**src/rtl/pwu_pkg.sv**
```systemverilog
package pwu_pkg;
  localparam int PIX_W = 24;
  localparam int BYTE_W = 8;

  typedef enum logic [1:0] {
    BUS_16 = 2'd0,
    BUS_8  = 2'd1,
    BUS_18 = 2'd2,
    BUS_24 = 2'd3
  } bus_code_e;

  localparam logic [1:0] WLEN_3BYTE = 2'd3;
endpackage

```
**src/rtl/pwu_lane_compact.sv**
```systemverilog
module pwu_lane_compact #(
  parameter int LANES = 4
) (
  input  logic [LANES*8-1:0]          word_i,
  input  logic [LANES-1:0]            mask_i,
  input  logic                        wide_i,
  output logic [LANES*8-1:0]          packed_o,
  output logic [$clog2(LANES+1)-1:0]  npix_o
);
  localparam int CNT_W = $clog2(LANES+1);

  logic [CNT_W-1:0] pop;
  logic [CNT_W-1:0] quot;

  // pack enabled lanes toward the low end
  always_comb begin
    packed_o = '0;
    pop      = '0;
    for (int i = 0; i < LANES; i++) begin
      if (mask_i[i]) begin
        packed_o[int'(pop)*8 +: 8] = word_i[i*8 +: 8];
        pop = pop + 1'b1;
      end
    end
  end

  always_comb begin
    quot   = wide_i ? CNT_W'(pop / 3) : CNT_W'(pop / 2);
    npix_o = (quot == '0) ? CNT_W'(1) : quot;
  end
endmodule

```
**src/rtl/pwu_pix_map.sv**
```systemverilog
module pwu_pix_map
  import pwu_pkg::*;
(
  input  logic [PIX_W-1:0] pix_i,
  input  logic             wide_i,
  input  logic [1:0]       bus_i,
  output logic [PIX_W-1:0] bus_o
);
  logic [PIX_W-1:0] narrow;

  assign narrow = {8'h00, pix_i[15:0]};

  always_comb begin
    case (bus_code_e'(bus_i))
      BUS_8:   bus_o = {16'h0000, pix_i[7:0]};
      BUS_18:  bus_o = wide_i ? {6'h00, pix_i[23:18], pix_i[15:10], pix_i[7:2]} : narrow;
      BUS_24:  bus_o = wide_i ? pix_i : narrow;
      default: bus_o = narrow;
    endcase
  end
endmodule

```
**src/rtl/pixel_word_unpacker.sv**
```systemverilog
module pixel_word_unpacker
  import pwu_pkg::*;
#(
  parameter int LANES = 4
) (
  input  logic                 clk,
  input  logic                 rst,
  input  logic [1:0]           cfg_bus_code,
  input  logic [1:0]           cfg_word_len,
  input  logic [LANES-1:0]     cfg_lane_mask,
  input  logic                 fifo_clear,
  input  logic [LANES*8-1:0]   in_word,
  input  logic                 in_valid,
  output logic                 in_ready,
  input  logic                 pix_strobe,
  output logic [PIX_W-1:0]     pix_data,
  output logic                 pix_valid,
  output logic                 underflow
);
  localparam int WORD_W = LANES * 8;
  localparam int CNT_W  = $clog2(LANES+1);

  logic              wide;
  logic [WORD_W-1:0] comp_in;
  logic [CNT_W-1:0]  npix_in;
  logic [WORD_W-1:0] word_q;
  logic [CNT_W-1:0]  idx_q;
  logic [CNT_W-1:0]  cnt_q;
  logic              have_q;
  logic [WORD_W-1:0] src;
  logic [CNT_W-1:0]  sel_idx;
  logic [7:0]        shamt;
  logic [WORD_W-1:0] shifted;
  logic [PIX_W-1:0]  raw_pix;
  logic [PIX_W-1:0]  bus_pix;
  logic [CNT_W-1:0]  idx_nxt;

  assign wide = (cfg_word_len == WLEN_3BYTE);

  pwu_lane_compact #(.LANES(LANES)) u_compact (
    .word_i   (in_word),
    .mask_i   (cfg_lane_mask),
    .wide_i   (wide),
    .packed_o (comp_in),
    .npix_o   (npix_in)
  );

  // pixel source: held word while pixels remain, else FIFO head
  assign src     = have_q ? word_q : comp_in;
  assign sel_idx = have_q ? idx_q : '0;
  assign shamt   = wide ? 8'(sel_idx) * 8'd24 : 8'(sel_idx) * 8'd16;
  assign shifted = src >> shamt;
  assign raw_pix = wide ? shifted[PIX_W-1:0] : {8'h00, shifted[15:0]};
  assign idx_nxt = idx_q + 1'b1;

  pwu_pix_map u_map (
    .pix_i  (raw_pix),
    .wide_i (wide),
    .bus_i  (cfg_bus_code),
    .bus_o  (bus_pix)
  );

  assign in_ready = pix_strobe && !fifo_clear && !have_q;

  always_ff @(posedge clk) begin
    if (rst) begin
      word_q    <= '0;
      idx_q     <= '0;
      cnt_q     <= '0;
      have_q    <= 1'b0;
      pix_data  <= '0;
      pix_valid <= 1'b0;
      underflow <= 1'b0;
    end else begin
      pix_valid <= 1'b0;
      underflow <= 1'b0;
      if (fifo_clear) begin
        have_q <= 1'b0;
        idx_q  <= '0;
      end else if (pix_strobe) begin
        if (have_q) begin
          pix_data  <= bus_pix;
          pix_valid <= 1'b1;
          idx_q     <= idx_nxt;
          have_q    <= (idx_nxt < cnt_q);
        end else if (in_valid) begin
          pix_data  <= bus_pix;
          pix_valid <= 1'b1;
          word_q    <= comp_in;
          cnt_q     <= npix_in;
          idx_q     <= CNT_W'(1);
          have_q    <= (npix_in > CNT_W'(1));
        end else begin
          underflow <= 1'b1;
        end
      end
    end
  end
endmodule

```
**config.mk**
```make
export PLATFORM = sky130hd
export DESIGN_NAME = pixel_word_unpacker
export DESIGN_NICKNAME = d
export VERILOG_FILES = /design/src/rtl/pwu_pkg.sv /design/src/rtl/pwu_lane_compact.sv /design/src/rtl/pwu_pix_map.sv /design/src/rtl/pixel_word_unpacker.sv
export SDC_FILE = /design/constraint.sdc
export NUM_CORES = 1
export LEC_CHECK = 0
export BUFFER_PORTS_ARGS = -buffer_cell sky130_fd_sc_hd__buf_2
export CAP_MARGIN = 20
export CELL_PAD_IN_SITES_DETAIL_PLACEMENT = 0
export CELL_PAD_IN_SITES_GLOBAL_PLACEMENT = 2
export CORE_UTILIZATION = 34
export DETAILED_ROUTE_END_ITERATION = 10
export GPL_TIMING_DRIVEN = 0
export HOLD_SLACK_MARGIN = 0.12
export PLACE_DENSITY_LB_ADDON = 0.15
export SETUP_SLACK_MARGIN = 0.5
export SLEW_MARGIN = 20
export SYNTH_ARGS = -nofsm -noshare
export SYNTH_HDL_FRONTEND = slang
export SYNTH_SLANG_ARGS = --single-unit
```
**constraint.sdc**
```tcl
create_clock -name clk -period 4.1 [get_ports clk]
set_input_delay 0 -clock clk [delete_from_list [all_inputs] [get_ports clk]]
set_output_delay 0 -clock clk [all_outputs]
set_load 0.05 [all_outputs]
```
==> results.json <==
{
  "finalWorstSetupSlack_ns": 0.6428,
  "rows": 43,
  "startpoint_type": "flop",
  "multi_input_area_um2": 3307,
  "arrival_ns": 3.71,
  "final_common_cell": "buf_2",
  "rsz0062_at_grt": "no",
  "async_flop_share": 0,
  "clk_latency_ns": 0.35,
  "die_x_um": 121.4,
  "syn_inst": 633,
  "yosys_register_bits": 64,
  "cts_made_buffers": 9,
  "regArea_um2": 1281,
  "overflow": 0,
  "synth_warnings": 0,
  "syn2layout_area_growth_pct": 25.65,
  "powerDensity_nw_per_um2": 312.7,
  "min_period_ns": 3.457,
  "place_hpwl_mm": 16.02,
  "remaining_drc_errors": 0,
  "finalNonFillerCells": 928,
  "intPower_mw": 1.273,
  "hold_viol_final": 0,
  "dp_slack_ns": -0.1079,
  "synthDistinctLibCells": 84,
  "fin_util": 0.4384,
  "drive_gt1_frac": 0.2072,
  "nFillCells": 1440,
  "pwr-share-comb": 0.227,
  "path_clk_slew_ns": 0.06,
  "cts_num_sinks": 64,
  "drt_iter0_drc": 572,
  "antennaDiodeCount": 0,
  "power_switching_mw": 0.6302,
  "slew_viol_final": 0,
  "grt_max_degree": 14,
  "coreArea_um2": 13880,
  "setup_viol": 0,
  "final_cell_mix": "buf_2 (82), nand2_1 (79), nor2_1 (73), dfxtp_1 (64), a21oi_1 (49)",
  "swShare": 0.3312,
  "ir_drop_uv": 193.2,
  "nets": 801,
  "dp_cells": 884,
  "htree_levels": 3,
  "ant_nets": 0,
  "crit_chain": "buf_4, nand2_1, inv_1, ha_1, fa_1, o211ai_2, mux2i_4, clkbuf_4, a311oi_2, a21oi_1, a211oi_1",
  "crit_path_end_kind": "flop",
  "syn_area_per_cell_um2": 7.651,
  "max_freq_mhz": 289.3,
  "cts_max_path_buffers": 2,
  "grt_pass1_vias": 5268,
  "die_h_um": 121.4,
  "num_vias": 5545,
  "critical_path_class": "flop to flop",
  "ys.flop_type": "dfxtp_1",
  "slowest_stage": "a311oi_2",
  "clockRootBuffer": "clkbuf_16",
  "slowest_delay_ns": 0.64,
  "grt_use_total": 0.2909,
  "cp_max_fo": 10,
  "ios": 72,
  "first_pass_iters": 4,
  "grt_pass1_wl_mm": 31.80,
  "vias_per_cell": 5.975,
  "timing.final.crit_share": 0.8432,
  "syn_nets": 691,
  "synth_edf_count": 0,
  "seq_power_share": 0.346,
  "fin_tns_setup_ns": 0,
  "start_util": 0.3489,
  "power.leakage_nw": 2.442,
  "wirelength_mm": 20.61,
  "min_path_type": "primary input to flop",
  "finClkSkew_ns": 0.007579,
  "syn-cell-area_um2": 4843,
  "avgRoutedWirePerCell_um": 22.21,
  "power_frac_clock": 0.428,
  "antenna_found_initial": 0,
  "gp_congestion": 0.9919,
  "yosysSeqAreaShare": 0.2645,
  "status": "complete, no violations",
  "cap_violations": 0,
  "cts_tree": "yes",
  "relSlewSlack": 0.3934,
  "io_buffers": 71,
  "tightest_slew_ns": 0.9099,
  "crit_required_ns": 4.36,
  "die-area_um2": 14730
}
through the flow:
step / cell area (um^2) / hold WS, ns / total power [mW]
after floorplan: 4843 / 0.07931 / 0.9224
after global placement: 5424 / 0.2229 / 1.066
after detailed placement: 5430 / 0.2279 / 1.069
after CTS: 6020 / 0.1471 / 1.891
after global routing: 6086 / 0.1505 / 1.974
final: 6086 / 0.1434 / 1.903
worst paths after layout:
kind,slack [ns],from,end,depth (start not counted)
hold reg to reg,0.46,word_q[0]$_SDFFE_PP0P_,word_q[0]$_SDFFE_PP0P_,2
setup reg to reg,0.64,idx_q[0]$_SDFFE_PP0P_,pix_data[14]$_SDFFE_PP0P_,11
setup / recovery,0.64,idx_q[0]$_SDFFE_PP0P_,pix_data[14]$_SDFFE_PP0P_,11
hold / removal,0.14,cfg_bus_code[0],pix_data[16]$_SDFFE_PP0P_,3
flip-flops by register name (all words and copies together), names as in the netlist:
register   count
underflow      1
pix_valid      1
idx_q          3
pix_data      24
word_q        32
have_q         1
cnt_q          2
synthesized netlist by cell type, types with 7 or more instances:
cell type	instances	share of area
a211oi_1	15	0.023
a21oi_1	50	0.052
a22oi_1	13	0.020
a311oi_1	16	0.029
a31oi_1	8	0.010
a32oi_1	16	0.029
buf_2	12	0.012
buf_4	7	0.011
clkbuf_1	21	0.016
dfxtp_1	64	0.26
ha_1	11	0.028
inv_1	11	0.0085
mux2i_1	11	0.023
nand2_1	79	0.061
nand2b_1	11	0.014
nand3_1	17	0.018
nand4_1	9	0.012
nor2_1	73	0.057
nor3_1	20	0.021
o2111ai_1	7	0.013
o211ai_1	11	0.017
o21ai_0	20	0.021
kinds of logic (layout without fill, tap and decap cells):
family	after synthesis	count (layout)	share of synthesized area
xor+xnor	2	2	0.003617
fa+ha+maj	13	13	0.03668
mux	17	17	0.03901
compound gates	216	216	0.3219
simple gates	259	259	0.2656
buf+inv	62	177	0.06872
flops	64	64	0.2645
routing by layer:
layer  GRT usage  share of wire
met1      0.3778           0.44
met2      0.4709           0.46
met3     0.05733          0.076
met4      0.1119          0.025
met5           0              0
final cells by class:
type / count / area share
inverters: 12 / 0.007401
clock buffers: 9 / 0.03701
well taps: 180 / 0.03701
clock inverters: 7 / 0.01295
flip-flops and latches: 64 / 0.2105
plain buffers: 50 / 0.04811
multi-input cells: 507 / 0.5434
repair buffers: 99 / 0.1036
power groups by stage:
stage	Sequential, mW	Combinational, mW	Clock [mW]
after floorplan	0.696	0.226	0
after detailed placement	0.671	0.398	0
after global routing	0.660	0.466	0.849
after CTS	0.657	0.419	0.814
after global placement	0.670	0.396	0
final	0.658	0.431	0.814
what timing repair did:
action,in CTS,in global routing
endpoints found under the hold margin,25,0
buffers inserted,0,2
endpoints found under the setup margin,7,20
gates resized for setup,6,11
gates cloned,0,0
hold buffers,26,0
worst max-delay path: cells and delay by family (launching register included):
kind                       cells  cell delay, ns
AOI/OAI and AO/OA              4            1.39
adders and majority gates      2            0.63
buffers and inverters          3            0.63
DFF                            1            0.31
muxes                          1            0.19
and+or+nand+nor                1            0.21
Power figures use the tool's default switching activity.
